## config.mk

```make
export PLATFORM = sky130hd
export DESIGN_NAME = coef_byte_packer
export DESIGN_NICKNAME = d
export VERILOG_FILES = /design/src/rtl/pk_pkg.sv /design/src/rtl/pk_width_sel.sv /design/src/rtl/pk_bit_buffer.sv /design/src/rtl/pk_seq.sv /design/src/rtl/coef_byte_packer.sv
export SDC_FILE = /design/constraint.sdc
export NUM_CORES = 1
export LEC_CHECK = 0
export CAP_MARGIN = 20
export CORE_UTILIZATION = 59
export CTS_BUF_LIST = sky130_fd_sc_hd__clkbuf_8
export CTS_CLUSTER_DIAMETER = 80
export DETAILED_ROUTE_END_ITERATION = 10
export PLACE_DENSITY = 0.95
export SETUP_SLACK_MARGIN = 0.2
export SLEW_MARGIN = 20
export SYNTH_ARGS = -nofsm -noshare
export SYNTH_HDL_FRONTEND = slang
export SYNTH_HIERARCHICAL = 1
export SYNTH_SLANG_ARGS = --single-unit
```

## constraint.sdc

```tcl
create_clock -name clk_i -period 3.45 [get_ports clk_i]
set_input_delay 0.345 -clock clk_i [delete_from_list [all_inputs] [get_ports clk_i]]
set_output_delay 0.345 -clock clk_i [all_outputs]
set_load 0.05 [all_outputs]
```

## src/rtl/pk_pkg.sv

```systemverilog
package pk_pkg;
  localparam int unsigned COEF_W = 12;
  localparam int unsigned DVAL_W = 4;

  typedef logic [1:0]        wsel_t;
  typedef logic [DVAL_W-1:0] dval_t;

  function automatic dval_t width_of(wsel_t s);
    case (s)
      2'd0:    return dval_t'(4);
      2'd1:    return dval_t'(5);
      2'd2:    return dval_t'(10);
      default: return dval_t'(11);
    endcase
  endfunction
endpackage

```

## src/rtl/pk_width_sel.sv

```systemverilog
module pk_width_sel
  import pk_pkg::*;
#(
  parameter int unsigned CW = COEF_W
) (
  input  wsel_t          sel_i,
  output dval_t          d_o,
  output logic [CW-1:0]  mask_o
);
  assign d_o = width_of(sel_i);

  for (genvar i = 0; i < CW; i++) begin : g_mask
    assign mask_o[i] = (32'(d_o) > i);
  end
endmodule

```

## src/rtl/pk_bit_buffer.sv

```systemverilog
module pk_bit_buffer #(
  parameter int unsigned CW     = 12,
  parameter int unsigned BUF_W  = 25,
  parameter int unsigned FILL_W = 6,
  parameter int unsigned DV_W   = 4
) (
  input  logic              clk_i,
  input  logic              rst_ni,
  input  logic              clear_i,
  input  logic              append_i,
  input  logic [CW-1:0]     coef_i,
  input  logic [CW-1:0]     mask_i,
  input  logic [DV_W-1:0]   d_i,
  input  logic              drain_i,
  output logic [7:0]        byte_o,
  output logic [FILL_W-1:0] fill_o
);
  logic [BUF_W-1:0]  bits_q;
  logic [FILL_W-1:0] fill_q;
  logic [BUF_W-1:0]  ins;

  // masked field placed at current fill position
  assign ins = BUF_W'(coef_i & mask_i) << fill_q;

  always_ff @(posedge clk_i or negedge rst_ni) begin
    if (!rst_ni) begin
      bits_q <= '0;
      fill_q <= '0;
    end else if (clear_i) begin
      bits_q <= '0;
      fill_q <= '0;
    end else if (append_i) begin
      bits_q <= bits_q | ins;
      fill_q <= fill_q + FILL_W'(d_i);
    end else if (drain_i) begin
      bits_q <= bits_q >> 8;
      fill_q <= fill_q - FILL_W'(8);
    end
  end

  assign byte_o = bits_q[7:0];
  assign fill_o = fill_q;

  assert_append_room_R7: assert property (@(posedge clk_i) disable iff (!rst_ni)
    append_i |-> fill_q < FILL_W'(8));
  assert_drain_full_R6: assert property (@(posedge clk_i) disable iff (!rst_ni)
    drain_i |-> fill_q >= FILL_W'(8));
  assert_one_op_R7: assert property (@(posedge clk_i) disable iff (!rst_ni)
    !(append_i && drain_i));
  assert_no_overflow_R8: assert property (@(posedge clk_i) disable iff (!rst_ni)
    32'(fill_q) <= BUF_W);
  assert_clean_top_R4: assert property (@(posedge clk_i) disable iff (!rst_ni)
    (bits_q >> fill_q) == '0);
endmodule

```

## src/rtl/pk_seq.sv

```systemverilog
module pk_seq
  import pk_pkg::*;
#(
  parameter int unsigned NCOEF  = 256,
  parameter int unsigned POLY_W = 3,
  parameter int unsigned ADDR_W = 11,
  parameter int unsigned FILL_W = 6
) (
  input  logic              clk_i,
  input  logic              rst_ni,
  input  logic              start_i,
  input  logic [POLY_W-1:0] kpoly_i,
  input  wsel_t             du_sel_i,
  input  wsel_t             dv_sel_i,
  input  logic              accept_i,
  input  logic              drain_i,
  input  logic [FILL_W-1:0] fill_i,
  output logic              busy_o,
  output logic              clear_o,
  output logic              all_in_o,
  output wsel_t             wsel_o,
  output logic [ADDR_W-1:0] addr_o,
  output logic              done_o
);
  localparam int unsigned CNT_W = $clog2(NCOEF);

  logic              busy_q, done_q, all_in_q;
  logic [CNT_W-1:0]  cnt_q;
  logic [POLY_W-1:0] poly_q, kpoly_q;
  wsel_t             du_q, dv_q;
  logic [ADDR_W-1:0] addr_q;
  logic start_go, last_coef, last_poly, final_byte;

  assign start_go   = start_i && !busy_q;
  assign last_coef  = (cnt_q == CNT_W'(NCOEF - 1));
  assign last_poly  = (poly_q == kpoly_q);
  assign final_byte = drain_i && all_in_q && (fill_i == FILL_W'(8));

  always_ff @(posedge clk_i or negedge rst_ni) begin
    if (!rst_ni) begin
      busy_q   <= 1'b0;
      done_q   <= 1'b0;
      all_in_q <= 1'b0;
      cnt_q    <= '0;
      poly_q   <= '0;
      kpoly_q  <= '0;
      du_q     <= '0;
      dv_q     <= '0;
      addr_q   <= '0;
    end else begin
      done_q <= 1'b0;
      if (start_go) begin
        busy_q   <= 1'b1;
        all_in_q <= 1'b0;
        cnt_q    <= '0;
        poly_q   <= '0;
        kpoly_q  <= kpoly_i;
        du_q     <= du_sel_i;
        dv_q     <= dv_sel_i;
        addr_q   <= '0;
      end else begin
        if (accept_i) begin
          if (last_coef) begin
            cnt_q <= '0;
            if (last_poly) all_in_q <= 1'b1;
            else           poly_q   <= poly_q + POLY_W'(1);
          end else begin
            cnt_q <= cnt_q + CNT_W'(1);
          end
        end
        if (drain_i) begin
          addr_q <= addr_q + ADDR_W'(1);
          if (final_byte) begin
            busy_q <= 1'b0;
            done_q <= 1'b1;
          end
        end
      end
    end
  end

  assign busy_o   = busy_q;
  assign clear_o  = start_go;
  assign all_in_o = all_in_q;
  assign wsel_o   = last_poly ? dv_q : du_q;
  assign addr_o   = addr_q;
  assign done_o   = done_q;

  assert_boundary_empty_R8: assert property (@(posedge clk_i) disable iff (!rst_ni)
    (accept_i && cnt_q == '0) |-> fill_i == '0);
  assert_done_pulse_R9: assert property (@(posedge clk_i) disable iff (!rst_ni)
    done_q |=> !done_q);
  assert_done_idle_R9: assert property (@(posedge clk_i) disable iff (!rst_ni)
    done_q |-> !busy_q);
  assert_no_late_accept_R7: assert property (@(posedge clk_i) disable iff (!rst_ni)
    all_in_q |-> !accept_i);
endmodule

```

## src/rtl/coef_byte_packer.sv

```systemverilog
module coef_byte_packer
  import pk_pkg::*;
#(
  parameter int unsigned NCOEF  = 256,
  parameter int unsigned KMAX_W = 3,
  parameter int unsigned ADDR_W = 11,
  parameter int unsigned BUF_W  = 25
) (
  input  logic              clk_i,
  input  logic              rst_ni,
  input  logic              start_i,
  input  logic [KMAX_W-1:0] kpoly_i,
  input  logic [1:0]        du_sel_i,
  input  logic [1:0]        dv_sel_i,
  input  logic              coef_valid_i,
  input  logic [11:0]       coef_data_i,
  output logic              coef_ready_o,
  output logic              byte_valid_o,
  output logic [7:0]        byte_data_o,
  output logic [ADDR_W-1:0] byte_addr_o,
  input  logic              byte_ready_i,
  output logic              busy_o,
  output logic              done_o
);
  localparam int unsigned FILL_W = $clog2(BUF_W + 1) + 1;

  logic              busy, clear, all_in, accept, drain;
  wsel_t             wsel;
  dval_t             dval;
  logic [COEF_W-1:0] mask;
  logic [FILL_W-1:0] fill;

  assign coef_ready_o = busy && !all_in && (fill < FILL_W'(8));
  assign byte_valid_o = busy && (fill >= FILL_W'(8));
  assign accept       = coef_valid_i && coef_ready_o;
  assign drain        = byte_valid_o && byte_ready_i;
  assign busy_o       = busy;

  pk_seq #(
    .NCOEF (NCOEF),
    .POLY_W(KMAX_W),
    .ADDR_W(ADDR_W),
    .FILL_W(FILL_W)
  ) u_seq (
    .clk_i   (clk_i),
    .rst_ni  (rst_ni),
    .start_i (start_i),
    .kpoly_i (kpoly_i),
    .du_sel_i(du_sel_i),
    .dv_sel_i(dv_sel_i),
    .accept_i(accept),
    .drain_i (drain),
    .fill_i  (fill),
    .busy_o  (busy),
    .clear_o (clear),
    .all_in_o(all_in),
    .wsel_o  (wsel),
    .addr_o  (byte_addr_o),
    .done_o  (done_o)
  );

  pk_width_sel #(.CW(COEF_W)) u_wsel (
    .sel_i (wsel),
    .d_o   (dval),
    .mask_o(mask)
  );

  pk_bit_buffer #(
    .CW    (COEF_W),
    .BUF_W (BUF_W),
    .FILL_W(FILL_W),
    .DV_W  (DVAL_W)
  ) u_buf (
    .clk_i   (clk_i),
    .rst_ni  (rst_ni),
    .clear_i (clear),
    .append_i(accept),
    .coef_i  (coef_data_i),
    .mask_i  (mask),
    .d_i     (dval),
    .drain_i (drain),
    .byte_o  (byte_data_o),
    .fill_o  (fill)
  );

  assert_hold_R11: assert property (@(posedge clk_i) disable iff (!rst_ni)
    (byte_valid_o && !byte_ready_i) |=>
      (byte_valid_o && $stable(byte_data_o) && $stable(byte_addr_o)));
  assert_done_after_byte_R9: assert property (@(posedge clk_i) disable iff (!rst_ni)
    $rose(done_o) |-> $past(drain));
endmodule

```

Yosys cells after proc, flatten, opt, wreduce, memory -nomap -nowiden
Cells that the tools add are included.
{"block": "totals", "reg_bits": 63}
{"block": "op_classes", "order_cmp": 14, "add_sub_neg": 5, "n_reduce_logical": 20, "eq_ne": 6, "bitwise": 2, "mux": 27, "shifts": 1}
{"op": "25-bit two-way mux", "count": 3}
{"op": "25-bit bitwise OR", "count": 1}
{"op": "25-bit by 6-bit left shift with 25-bit output", "count": 1}
{"op": "8-bit two-way mux", "count": 3}
{"op": "11-bit two-way mux", "count": 2}
{"op": "6-bit two-way mux", "count": 3}
{"op": "4-bit by 3-bit > comparator with 1-bit output, second input constant", "count": 4}
{"op": "4-bit > comparator, second input constant", "count": 4}
{"op": "12-bit AND", "count": 1}
{"op": "3-bit two-way mux", "count": 4}
{"op": "4-bit case mux with 3 select lines", "count": 1}
{"op": "11-bit by 1-bit adder with 11-bit output, second input constant", "count": 1}
{"op": "1-bit two-way mux", "count": 10}
{"op": "2-bit nonzero test", "count": 5}
{"op": "8-bit by 1-bit adder with 8-bit output, second input constant", "count": 1}
{"op": "8-bit == test, second input constant", "count": 1}
{"op": "4-bit by 1-bit > comparator with 1-bit output, second input constant", "count": 2}
{"op": "4-bit by 2-bit > comparator with 1-bit output, second input constant", "count": 2}
{"op": "1-bit logical AND", "count": 8}
{"op": "6-bit by 4-bit adder with 6-bit output", "count": 1}
{"op": "6-bit by 4-bit == test with 1-bit output, second input constant", "count": 1}
{"op": "6-bit by 4-bit greater-or-equal comparator with 1-bit output, second input constant", "count": 1}
{"op": "6-bit by 4-bit < comparator with 1-bit output, second input constant", "count": 1}
{"op": "3-bit AND reduction", "count": 2}
{"op": "11 further kinds", "count": 12}

Depth between registers and ports, before layout
Gate-level depths: netlist of the first run.
{"block": "depth", "word_depth": 10, "depth_mapped": 10, "depth_no_buf": 9}

By module
The synthesis of the first run kept the hierarchy.
{"mod": "pk_bit_buffer", "area_each_um2": 2628.8, "cells_each": 303, "instances": 1}
{"mod": "pk_seq", "area_each_um2": 1549.0, "cells_each": 157, "instances": 1}
{"mod": "pk_width_sel", "area_each_um2": 115.1, "cells_each": 18, "instances": 1}
{"mod": "coef_byte_packer", "area_each_um2": 50.0, "cells_each": 6, "instances": 1}

Worst setup path before layout of the first run
OpenSTA, ideal clock, no wires.
{"block": "synth_timing", "path_type": "reg-to-reg", "start": "register u_seq.poly_q[0]", "end": "register u_buf.bits_q[18]", "arrival_time_ns": 2.732, "synth_period_minus_slack_ns": 2.831, "path_slack_ns": 0.619, "stages_incl_launch_ff": 10, "setup_time_ns": 0.099, "path_buffers": 2, "cell_sequence": "dfrtp_1 -> xor2_1 -> nor3_2 -> mux2_2 -> clkbuf_1 -> buf_4 -> nand2_1 -> mux4_2 -> o32a_1 -> a311oi_1"}
{"block": "synth_via", "elab_chain_cells": 10, "elab_cells_between_ends": 23, "cone_classes": "12 x order compare; 3 x eq/ne; 1 x shift; 4 x mux; 2 x bitwise; 1 x reduce/logical"}
{"element": "start: declaration", "line_no": "pk_seq.sv:29", "rtl": "logic [POLY_W-1:0] poly_q, kpoly_q;"}
{"element": "start signal: assignment", "line_no": "pk_seq.sv:66", "rtl": "else poly_q <= poly_q + POLY_W'(1);"}
{"element": "3-bit == test (*)", "line_no": "pk_seq.sv:36", "rtl": "assign last_poly = (poly_q == kpoly_q);"}
{"element": "2-bit two-way mux (*)", "line_no": "pk_seq.sv:85", "rtl": "assign wsel_o = last_poly ? dv_q : du_q;"}
{"element": "named net wsel[1]", "line_no": "coef_byte_packer.sv:28", "rtl": "wsel_t wsel;"}
{"element": "2-bit == test (tied with other cells)", "line_no": "pk_pkg.sv:9", "rtl": "case (s)"}
{"element": "4-bit case mux with 3 select lines (*)", "line_no": "pk_pkg.sv:9"}
{"element": "named net dval[1]", "line_no": "coef_byte_packer.sv:29", "rtl": "dval_t dval;"}
{"element": "4-bit by 3-bit > comparator with 1-bit output (*)", "line_no": "pk_width_sel.sv:13", "rtl": "assign mask_o[i] = (32'(d_o) > i);"}
{"element": "named net mask[7]", "line_no": "coef_byte_packer.sv:30", "rtl": "logic [COEF_W-1:0] mask;"}
{"element": "12-bit AND (*)", "line_no": "pk_bit_buffer.sv:23", "rtl": "assign ins = BUF_W'(coef_i & mask_i) << fill_q;"}
{"element": "25-bit by 6-bit left shift with 25-bit output (*)", "line_no": "pk_bit_buffer.sv:23"}
{"element": "25-bit bitwise OR (*)", "line_no": "pk_bit_buffer.sv:33", "rtl": "bits_q <= bits_q | ins;"}
{"element": "25-bit two-way mux (*)", "line_no": "pk_bit_buffer.sv:32", "rtl": "end else if (append_i) begin"}
{"element": "25-bit two-way mux (*)", "line_no": "pk_bit_buffer.sv:29", "rtl": "end else if (clear_i) begin"}
{"element": "end signal: assignment", "line_no": "pk_bit_buffer.sv:33"}
{"element": "end signal: assignment", "line_no": "pk_bit_buffer.sv:36", "rtl": "bits_q <= bits_q >> 8;"}
{"element": "end: declaration", "line_no": "pk_bit_buffer.sv:18", "rtl": "logic [BUF_W-1:0] bits_q;"}
Mark *: on every way through the listed nets, which the timed path passes. The rest lies on a longest branch.
A chain may end at the register's enable or synchronous reset.

Worst setup path after layout of the first run
{"block": "layout_timing", "start": "register u_seq.poly_q[0]", "end": "register u_buf.bits_q[16]"}
{"block": "layout_via", "elab_chain_cells": 10, "elab_cells_between_ends": 23, "cone_classes": "12 x order compare; 3 x eq/ne; 1 x shift; 4 x mux; 2 x bitwise; 1 x reduce/logical"}
{"element": "3-bit == test (*)", "line_no": "pk_seq.sv:36"}
{"element": "2-bit two-way mux (*)", "line_no": "pk_seq.sv:85"}
{"element": "named net wsel[1]", "line_no": "coef_byte_packer.sv:28"}
{"element": "2-bit == test (tied with other cells)", "line_no": "pk_pkg.sv:9"}
{"element": "4-bit case mux with 3 select lines (*)", "line_no": "pk_pkg.sv:9"}
{"element": "4-bit by 3-bit > comparator with 1-bit output (*)", "line_no": "pk_width_sel.sv:13"}
{"element": "named net mask[4]", "line_no": "coef_byte_packer.sv:30"}
{"element": "12-bit AND (*)", "line_no": "pk_bit_buffer.sv:23"}
{"element": "25-bit by 6-bit left shift with 25-bit output (*)", "line_no": "pk_bit_buffer.sv:23"}
{"element": "25-bit bitwise OR (*)", "line_no": "pk_bit_buffer.sv:33"}
{"element": "25-bit two-way mux (*)", "line_no": "pk_bit_buffer.sv:32"}
{"element": "25-bit two-way mux (*)", "line_no": "pk_bit_buffer.sv:29"}
Marked as above.

==> results of run 1 <==
## synth_stat cells, types with 6 or more instances
library cell | number | share of area, %
a211oi_1 | 17 | 2.9
a21oi_1 | 26 | 3.0
and2_1 | 6 | 0.86
buf_1 | 9 | 0.78
buf_2 | 6 | 0.69
buf_4 | 21 | 3.6
clkbuf_1 | 10 | 0.86
dfrtp_1 | 63 | 36
ha_1 | 8 | 2.3
inv_1 | 10 | 0.86
mux2i_1 | 18 | 4.1
mux4_2 | 7 | 3.6
nand2_1 | 69 | 6.0
nand3_1 | 12 | 1.4
nand4_1 | 8 | 1.2
nor2_1 | 44 | 3.8
nor3_1 | 16 | 1.8
o21ai_0 | 15 | 1.7
xor2_1 | 15 | 3.0
## flip-flops by register name, summed over array words and instances, names as in the netlist
| signal | flops |
|---|---|
| u_seq/dv_q | 2 |
| u_seq/kpoly_q | 3 |
| u_seq/done_o | 1 |
| u_buf/fill_o | 6 |
| u_seq/du_q | 2 |
| u_seq/busy_o | 1 |
| u_seq/all_in_o | 1 |
| u_seq/cnt_q | 8 |
| u_seq/poly_q | 3 |
| u_buf/bits_q | 25 |
| u_seq/addr_o | 11 |
## how the worst min path moves through the flow
stage | cells after the start | endpoint | start
6_report | 1 | u_buf/fill_o[1]$_DFFE_PN0P_ | rst_ni
5_1_grt | 1 | u_seq/poly_q[1]$_DFFE_PN0P_ | rst_ni
4_1_cts | 1 | u_seq/poly_q[2]$_DFFE_PN0P_ | rst_ni
3_5_place_dp | 1 | u_seq/kpoly_q[2]$_DFFE_PN0P_ | rst_ni
3_3_place_gp | 1 | u_seq/kpoly_q[0]$_DFFE_PN0P_ | rst_ni
2_1_floorplan | 0 | u_buf/bits_q[0]$_DFFE_PN0P_ | rst_ni
## placed cells by master (no fill, tap or decap), types with 3 or more instances in the layout
master and instances:
and3_1 4, nand2_1 69, clkdlybuf4s50_1 45, a211oi_1 17, ha_1 8, o22ai_1 5
nand2b_1 3, a21oi_1 26, o211ai_1 5, o31a_1 3, mux4_2 7, clkbuf_8 10
dfrtp_1 63, and4_1 3, a221o_1 3, and2_1 6, inv_1 10, nor3_1 16
conb_1 5, nand3_1 12, xnor2_1 5, buf_4 10, o31ai_1 3, nor2_1 44
xor2_1 15, o21ai_0 15, mux2_2 3, a311oi_1 3, nand4_1 8, or3_1 4
mux2i_1 18
## worst max-delay path, cell delays in order (launching register included)
cell	delay, ps
dfrtp_1	420
xor2_1	200
nor3_4	350
mux2_2	490
or2_1	260
nand2_1	110
mux4_1	350
nor3_1	90
a311oi_1	370
o22ai_1	140
## final cells by class
cell class	count	area, um2
clock buffers	10	138
clock inverters	6	61.3
fillers	527	2020
inverters	12	45.0
multi-input cells	363	2450
flip-flops and latches	63	1580
well taps	96	120
repair buffers	56	531
## logic make-up (layout without fill, tap and decap cells)
group / count (synthesis) / count (layout)
adders and majority gates: 9 / 9
DFF: 63 / 63
and+or+nand+nor: 190 / 190
xor gates and xnor gates: 20 / 20
muxes: 30 / 30
other: 2 / 5
buffers and inverters: 61 / 84
AOI/OAI and AO/OA: 109 / 109
## per-stage QoR
step | hold slack, ps | cell area, um2 | total power, mW | utilization [%] | std cells
CTS | 58.7 | 4920 | 3.18 | 70.8 | 606
detailed placement | 427 | 4720 | 2.52 | 67.9 | 590
finish | 44.4 | 4920 | 3.24 | 70.9 | 606
global route | 105 | 4920 | 3.40 | 70.9 | 606
global placement | 425 | 4720 | 2.47 | 67.9 | 590
floorplan | 49.4 | 4350 | 2.20 | - | 487
## layer usage
metal  vias up  track usage, %  share of wire (%)
li1       1773               -                  -
met3        41            5.28                9.7
met4         0            16.1                3.1
met5         -               0                  0
met2       256            50.2                 47
met1      1898            42.2                 40
## power groups by stage
stage	combinational [mW]	sequential, mW	clock [mW]
6_report	1.55	1.03	0.651
5_1_grt	1.65	1.06	0.688
3_3_place_gp	1.44	1.04	0
3_5_place_dp	1.48	1.05	0
2_1_floorplan	1.14	1.07	0
4_1_cts	1.50	1.03	0.656
==> summary.txt, run 1 <==
Max-cap violations: 0
layout cells sized above 1: 10.6%
Reg2Reg Depth: 9
Layout area overhead: 13.4%
endpoints failing setup: 0
adder and majority gate portion of the synthesized area: 2.77%
sw frac: 45.5%
Worst Path Arrival: 3120 ps
maximum vdd ir drop: 0.581 mV
# port buffers: 46
Post-synth EDFFs: 0
hpwl dp: 7.90 mm
crit path time final: 2920 ps
height of the die: 87.8 um
H-tree Lvls: 3
run status: complete, no violations
vias: 3968
Clk pin slew, worst setup/hold paths: 80 ps
final setup margin: 527 ps
Post-CTS Setup Bufs: 0
HP Class: in2async
fraction of registers with async set/reset: 100%
CORE AREA: 0.00694 mm2
synthesized instance count: 484
Initial DRC Count: 510
first-pass GRT wire length: 18.6 mm
Crit Path Category: reg2reg
area share of and/or/nand/nor cells after synthesis: 21.7%
DIE AREA: 0.00771 mm2
Final Hold Violating Endpoints: 0
crit-path max FO: 11
DRT Pass-1 Iters: 7
number of remaining DRC errors: 0
sequential area share after synthesis: 36.3%
Routed Antenna Nets: 0
GRT overflow: 0
Comb pwr share: 47.9%
worst-skew pair later-pin latency: 340 ps
worst-case clock buffer depth: 2
pre-CTS WS: 447 ps
post-synthesis compound-gate area fraction: 17.5%
Initial Util: 62.5%
largest family of logic cells by synthesized area: simple AND/OR/NAND/NOR gates
RSZ-0062 raised after global routing: false
P_sw: 1.47 mW
Pwr Density: 657 mW/mm2
Synth Flop Type: dfrtp_1
hold_buf cts: 0
mux contribution to synthesized area: 9.77%
FF-to-FF setup slack: 530 ps
cts bufs inserted: 9
Yosys Warn Count: 6
Critical Path Sink: u_buf/bits_q[16]$_DFFE_PN0P_
Distinct cells, synth: 74
flops & latches, synth: 63
r2r endpoint: u_buf/bits_q[16]$_DFFE_PN0P_
Crit. End Element: flop
clock power share: 20.1%
worst rel slew slack: 45.8%
final WL: 11.4 mm
initial antenna violation count: 0
Seq pwr share: 32.0%
post-CTS resize count: 0
WP data required: 3650 ps
synthesized area: 0.00434 mm2
Die W: 87.8 um
Synth Area in XOR/XNOR: 4.03%
Core Rows: 30
top-level I/O count: 47
Clock Tree Root: clkbuf_8
Max Clk Rate: 342 MHz
Mapped Avg Cell Area: 8.97 um2
largest net degree at the start of global routing: 57
LEAKAGE: 2.08 nW
Critical R2R Launch: u_seq/poly_q[0]$_DFFE_PN0P_
ANT cells: 0
startpoint class of the critical path: flop
via/cell ratio: 6.55
worst setup path start: u_seq/poly_q[0]$_DFFE_PN0P_
CTS tree: built
wire per inst: 18.9 um
Worst-Margin Slew: 807 ps
Nets: 538
All-Layer GR Usage: 31.7%
number of global-route vias before repair: 3782
Max Slew Vio Count: 0
CTS sink cnt: 63
Clock Skews: 13.7 ps
Int Pwr: 1.76 mW
Routability Congestion: 0.967
TNS Setup: 0 ps
crit share post-route: 84.7%
(Power assumes the default switching activity.)
==> run 2, diff against run 1 <==
- CORE_UTILIZATION: 59 -> 53
- PLACE_DENSITY: 0.95 -> 0.91
- clock period: 3.45 -> 2.5 ns (I/O delays scaled with it)
==> run 2 against run 1 <==
  * The run now ends with setup timing left
  * Setup slack worse by 610 ps
  * Non-clock buffer count is 20 higher
  * Register-to-register slack worse by 610 ps
  * Combinational power is 65% higher
  * Clock power is 38% higher
  * Core utilization is 2.4 points lower
  * Worst hold slack better by 380 ps
  * Die area is 11% higher
  * Critical path type unchanged
==> summary.txt, run 2 (synthesis results as in run 1) <==
worst path buffer plus inverter count: 0 (unchanged)
Clock Skews: 6.82 ps (-6.90 ps)
Clock Tree Root: clkbuf_8
Routability Congestion: 0.979 (+1.3%)
final setup margin: -83.7 ps (-611 ps)
top-level I/O count: 47 (unchanged)
max reg flops: 25 (unchanged)
worst-case clock buffer depth: 2 (unchanged)
commonest non-fill, non-tap cell in the layout: dfrtp_1
r2r endpoint: u_buf/bits_q[15]$_DFFE_PN0P_
Inst Count DP: 610 (+3.4%)
RSZ-0062 raised after global routing: true
largest reg by FF count: u_buf/bits_q
area of the multi-input gates: 0.00267 mm2 (+9.0%)
Pwr Density: 907 mW/mm2 (+38%)
initial antenna violation count: 0 (unchanged)
Crit. End Element: flop
Worst-Margin Slew: 743 ps (-63.9 ps)
CTS tree: built
final WL: 11.8 mm (+3.0%)
CP max stage delay: 560 ps (+70 ps)
Nets: 558 (+3.7%)
Max Slew Vio Count: 0 (unchanged)
hpwl dp: 8.08 mm (+2.4%)
WP data required: 2760 ps (-890 ps)
HP Class: in2reg
crit path time final: 2580 ps (-339 ps)
number of remaining DRC errors: 0 (unchanged)
Worst Path Arrival: 2840 ps (-280 ps)
worst rel slew slack: 50.5% (+4.7 points)
endpoints failing setup: 10 (+10)
All-Layer GR Usage: 28.2% (-3.5 points)
Register Area: 0.00158 mm2 (unchanged)
FF-to-FF setup slack: -80 ps (-610 ps)
Max Clk Rate: 387 MHz (+13%)
Post-Layout Inst Area: 0.00535 mm2 (+8.7%)
Die W: 92.5 um (+5.4%)
Initial DRC Count: 404 (-21%)
FILL cells: 603 (+14%)
height of the die: 92.5 um (+5.4%)
number of global-route vias before repair: 3860 (+2.1%)
Hold Startpoint: kpoly_i[0]
startpoint class of the critical path: flop
Clk pin slew, worst setup/hold paths: 70 ps (about the same)
CORE AREA: 0.00781 mm2 (+12%)
worst setup path start: u_seq/poly_q[1]$_DFFE_PN0P_
DRT Pass-1 Iters: 5 (-2)
maximum vdd ir drop: 0.581 mV (about the same)
Critical R2R Launch: u_seq/poly_q[1]$_DFFE_PN0P_
failing checks: setup timing
worst path cell trace: xor2_2, nor3_4, mux2_4, or2_1, nand2_2, mux4_2, o32ai_2, a21oi_2, a211oi_2
ANT cells: 0 (unchanged)
Initial Util: 55.6% (-6.9 points)
Layout area overhead: 23.2%
DIE AREA: 0.00856 mm2 (+11%)
Core Rows: 32 (+6.7%)
GRT overflow: 0 (unchanged)
crit share post-route: 103% (+19 points)
most frequent cells in the layout: dfrtp_1, nand2_1, clkdlybuf4s50_1
Routed Antenna Nets: 0 (unchanged)
H-tree Lvls: 3 (unchanged)
first-pass GRT wire length: 19.0 mm (+2.0%)
LEAKAGE: 2.25 nW (+8.4%)
run status: finished, violations left
via/cell ratio: 6.42 (-1.9%)
largest net degree at the start of global routing: 53 (-7.0%)
crit-path max FO: 4 (-7)
# port buffers: 46 (unchanged)
Max-cap violations: 0 (unchanged)
Hold Crit Depth: 3
Slowest-stage cell, CP: mux4_2
CTS sink cnt: 63 (unchanged)
Min Hold Slack: 423 ps (+379 ps)
layout cells sized above 1: 21.1% (+11 points)
wire per inst: 18.6 um (-1.3%)
Reg2Reg Depth: 9 (unchanged)
vias: 4060 (+2.3%)
WHS Endpoint: u_seq/kpoly_q[0]$_DFFE_PN0P_
non-filler instance count after layout: 632 (+4.3%)
worst-skew pair later-pin latency: 350 ps (about the same)
Crit Path Category: reg2reg
DP Area: 0.00496 mm2 (+5.1%)
cts bufs inserted: 9 (unchanged)
Final Hold Violating Endpoints: 0 (unchanged)
cell family with most CP delay: multiplexers
## run 2: worst register-to-register path: stages, from the launching register on
cell      delay (ps)
dfrtp_1          410
xor2_2           200
nor3_4           280
mux2_4           250
or2_1            130
nand2_2           70
mux4_2           560
o32ai_2          320
a21oi_2          100
a211oi_2         170
## run 2: power by group
group | switching [mW] | leakage [nW] | total, mW | internal [mW]
sequential | 0.217 | 0.846 | 1.40 | 1.18
clock | 0.418 | 0.0957 | 0.899 | 0.482
combinational | 1.57 | 1.31 | 2.56 | 0.989
total | 2.20 | 2.25 | 4.85 | 2.65
## run 2: timing repair
action	4_1_cts	5_1_grt
setup endpoints to repair	24	27
gates resized for setup	13	20
endpoints found under the hold margin	30	0
hold buffers	1	0
pin swaps	12	13
buffers inserted	2	3
## run 2: how the worst max path moves through the flow
stage,endpoint,slack [ps],depth (start not counted)
floorplan,u_buf/bits_q[18]$_DFFE_PN0P_,-40,9
global placement,u_buf/fill_o[4]$_DFFE_PN0P_,80,9
detailed placement,u_buf/bits_q[23]$_DFFE_PN0P_,-70,9
CTS,u_buf/bits_q[15]$_DFFE_PN0P_,-20,9
global route,u_buf/bits_q[23]$_DFFE_PN0P_,-130,9
finish,u_buf/bits_q[15]$_DFFE_PN0P_,-80,9
## run 2: cell type report
| type | count | area share [%] |
|---|---|---|
| Multi-Input combinational cell | 363 | 50.0 |
| Sequential cell | 63 | 29.5 |
| Timing Repair Buffer | 76 | 13.6 |
| Clock inverter | 6 | 1.15 |
| Tap cell | 102 | 2.39 |
| Inverter | 12 | 0.842 |
| Clock buffer | 10 | 2.57 |
## run 2: metrics by stage
step	power (mW)	util (%)	TNS, ps	setup WS, ps
after floorplan	3.21	-	-64.1	-36.2
after global placement	3.64	63.5	0	82.2
after detailed placement	3.73	63.5	-179	-71.5
after CTS	4.70	67.1	-19.7	-16.6
after global routing	5.09	68.5	-1320	-131
final	4.85	68.5	-346	-83.7
## run 2: layer usage
layer	GRT usage, %	vias to the layer above	wire [um]
met1	36.6	1983	4810
met4	14.8	0	442
met2	44.8	231	5680
met3	5.34	43	855
li1	-	1803	-
met5	0	-	0
==> run 3, diff against run 2 <==
- CAP_MARGIN: 20 -> default
- CORE_UTILIZATION: 53 -> 59
- PLACE_DENSITY: 0.91 -> 0.95
- TNS_END_PERCENT: default -> 5
- clock period: 2.5 -> 2.9 ns (I/O delays scaled with it)
==> run 3 against run 2 <==
  * The run now ends clean
  * Setup slack gained 280 ps
  * Cell area decreased by 4.9%
  * Non-clock buffer count fell by 10
  * Register-to-register slack improved by 280 ps
  * Fmax is 4.4% lower
  * First-iteration DRC count decreased by 7.2%
  * Power decreased by 16%
  * Flip-flop and latch count is the same
  * Clock power shrank 2%
  * Critical path depth decreased by 1
  * Sequential power down 11%
  * Die area decreased by 10%
  * Critical endpoint is now u_buf/bits_q[18]$_DFFE_PN0P_
==> summary.txt, run 3 (synthesis results as in run 1) <==
run status: complete, no violations
Die W: 87.8 um (-5.1%)
RSZ-0062 raised after global routing: true
worst-case clock buffer depth: 2 (unchanged)
All-Layer GR Usage: 31.2% (+3.0 points)
Routed Antenna Nets: 0 (unchanged)
worst path cell trace: xor2_1, nor3_4, mux2_4, and2_2, nand2_1, mux4_2, o32a_1, a311oi_2
Crit Path Category: reg2reg
largest net degree at the start of global routing: 40 (-25%)
ANT cells: 0 (unchanged)
cell family with most CP delay: multiplexers
CP max stage delay: 500 ps (-60 ps)
LEAKAGE: 2.15 nW (-4.4%)
final WL: 11.3 mm (-3.8%)
first-pass GRT wire length: 18.3 mm (-3.5%)
DRT Pass-1 Iters: 5 (unchanged)
commonest non-fill, non-tap cell in the layout: nand2_1
Initial DRC Count: 375 (-7.2%)
GRT overflow: 0 (unchanged)
worst rel slew slack: 45.9% (-4.6 points)
via/cell ratio: 6.47 (+0.70%)
Nets: 549 (-1.6%)
FF-to-FF setup slack: 200 ps (+280 ps)
cts bufs inserted: 9 (unchanged)
wire per inst: 18.4 um (-1.3%)
Max Clk Rate: 370 MHz (-4.4%)
max reg flops: 25 (unchanged)
crit-path max FO: 5 (+1)
H-tree Lvls: 3 (unchanged)
top-level I/O count: 47 (unchanged)
r2r endpoint: u_buf/bits_q[18]$_DFFE_PN0P_
DP Area: 0.00477 mm2 (-3.8%)
layout cells sized above 1: 13.8% (-7.3 points)
worst-skew pair later-pin latency: 330 ps (-20 ps)
Worst-Margin Slew: 812 ps (+69.2 ps)
Core Rows: 30 (-6.3%)
hpwl dp: 7.63 mm (-5.7%)
number of remaining DRC errors: 0 (unchanged)
Worst Path Arrival: 2940 ps (+100 ps)
number of global-route vias before repair: 3739 (-3.1%)
Clock Tree Root: clkbuf_8
WP data required: 3140 ps (+380 ps)
Pwr Density: 797 mW/mm2 (-12%)
maximum vdd ir drop: 0.523 mV (-10%)
crit share post-route: 93.2% (-10 points)
HP Class: in2async
endpoints failing setup: 0 (-10)
crit path time final: 2700 ps (+119 ps)
Reg2Reg Depth: 8 (-1)
startpoint class of the critical path: flop
Critical R2R Launch: u_seq/poly_q[0]$_DFFE_PN0P_
# port buffers: 46 (unchanged)
vias: 3985 (-1.8%)
CTS sink cnt: 63 (unchanged)
initial antenna violation count: 0 (unchanged)
DIE AREA: 0.00771 mm2 (-10%)
CTS tree: built
height of the die: 87.8 um (-5.1%)
most frequent cells in the layout: nand2_1, dfrtp_1, clkdlybuf4s50_1
Clk pin slew, worst setup/hold paths: 70 ps (about the same)
Routability Congestion: 0.997 (+1.8%)
Post-Layout Inst Area: 0.00509 mm2 (-4.9%)
worst path buffer plus inverter count: 0 (unchanged)
Final Hold Violating Endpoints: 0 (unchanged)
Crit. End Element: flop
CORE AREA: 0.00694 mm2 (-11%)
Layout area overhead: 17.1%
largest reg by FF count: u_buf/bits_q
Slowest-stage cell, CP: mux4_2
Clock Skews: 5.33 ps (-1.49 ps)
Max Slew Vio Count: 0 (unchanged)
Initial Util: 62.5% (+6.9 points)
Max-cap violations: 0 (unchanged)
FILL cells: 479 (-21%)
TNS Setup: 0 ps (+346 ps)
run 3: cell types whose count changed in the layout (fill, tap and decap cells not counted), sizes merged:
cell / delta
clkinvlp: -3
clkdlybuf4s50: +2
mux2: +1
clkbuf: +2
buf: -11
bufinv: +1
dlymetal6s2s: -1
inv: -1
run 3: per-layer routing:
layer / GRT usage, % / share of wire, % / wire, um / vias to the layer above
met1: 42.4 / 41 / 4660 / 1887
met2: 48.6 / 48 / 5410 / 245
met4: 12.7 / 3.3 / 378 / 0
li1: - / - / - / 1805
met3: 6.60 / 7.8 / 888 / 48
met5: 0 / 0 / 0 / -
run 3: metrics by stage:
stage	worst slack [ps]	std cells	utilization [%]	hold WS, ps	total power [mW]
global route	97.8	616	73.3	497	4.25
CTS	224	613	72.2	469	3.91
detailed placement	271	597	68.7	308	3.01
floorplan	214	487	-	-5.59	2.62
finish	197	616	73.3	466	4.06
global placement	328	597	68.7	295	2.95
run 3: what timing repair did:
action / 4_1_cts / 5_1_grt
hold buffers: 1 / 0
endpoints found under the setup margin: 0 / 17
gates resized for setup: 0 / 14
hold endpoints to repair: 24 / 0
setup buffers: 0 / 2
run 3: report_power, final:
group	total, mW	internal, mW	switching [mW]
clock network	0.881	0.548	0.332
logic	1.93	0.736	1.19
registers	1.25	1.02	0.227
total	4.06	2.30	1.75
run 3: worst max path at each step:
stage                                             from                      endpoint  slack, ps  depth (start not counted)
final                      u_seq/poly_q[0]$_DFFE_PN0P_  u_buf/bits_q[18]$_DFFE_PN0P_        200                          8
after global routing       u_seq/poly_q[0]$_DFFE_PN0P_   u_buf/bits_q[5]$_DFFE_PN0P_        100                          9
after CTS                  u_seq/poly_q[1]$_DFFE_PN0P_  u_buf/bits_q[18]$_DFFE_PN0P_        220                          8
after detailed placement   u_seq/poly_q[1]$_DFFE_PN0P_  u_buf/bits_q[18]$_DFFE_PN0P_        270                          8
after global placement    u_seq/kpoly_q[1]$_DFFE_PN0P_   u_buf/bits_q[5]$_DFFE_PN0P_        330                          9
after floorplan            u_seq/poly_q[1]$_DFFE_PN0P_  u_buf/bits_q[18]$_DFFE_PN0P_        210                          9
run 3: cell type report:
type / instances / area [um2] / area share (%)
repair buffers: 66 / 608 / 12.0
clock buffers: 12 / 165 / 3.25
flip-flops and latches: 63 / 1580 / 31.0
well taps: 96 / 120 / 2.36
clock inverters: 3 / 65.1 / 1.28
multi-input cells: 364 / 2510 / 49.3
inverters: 12 / 45.0 / 0.885
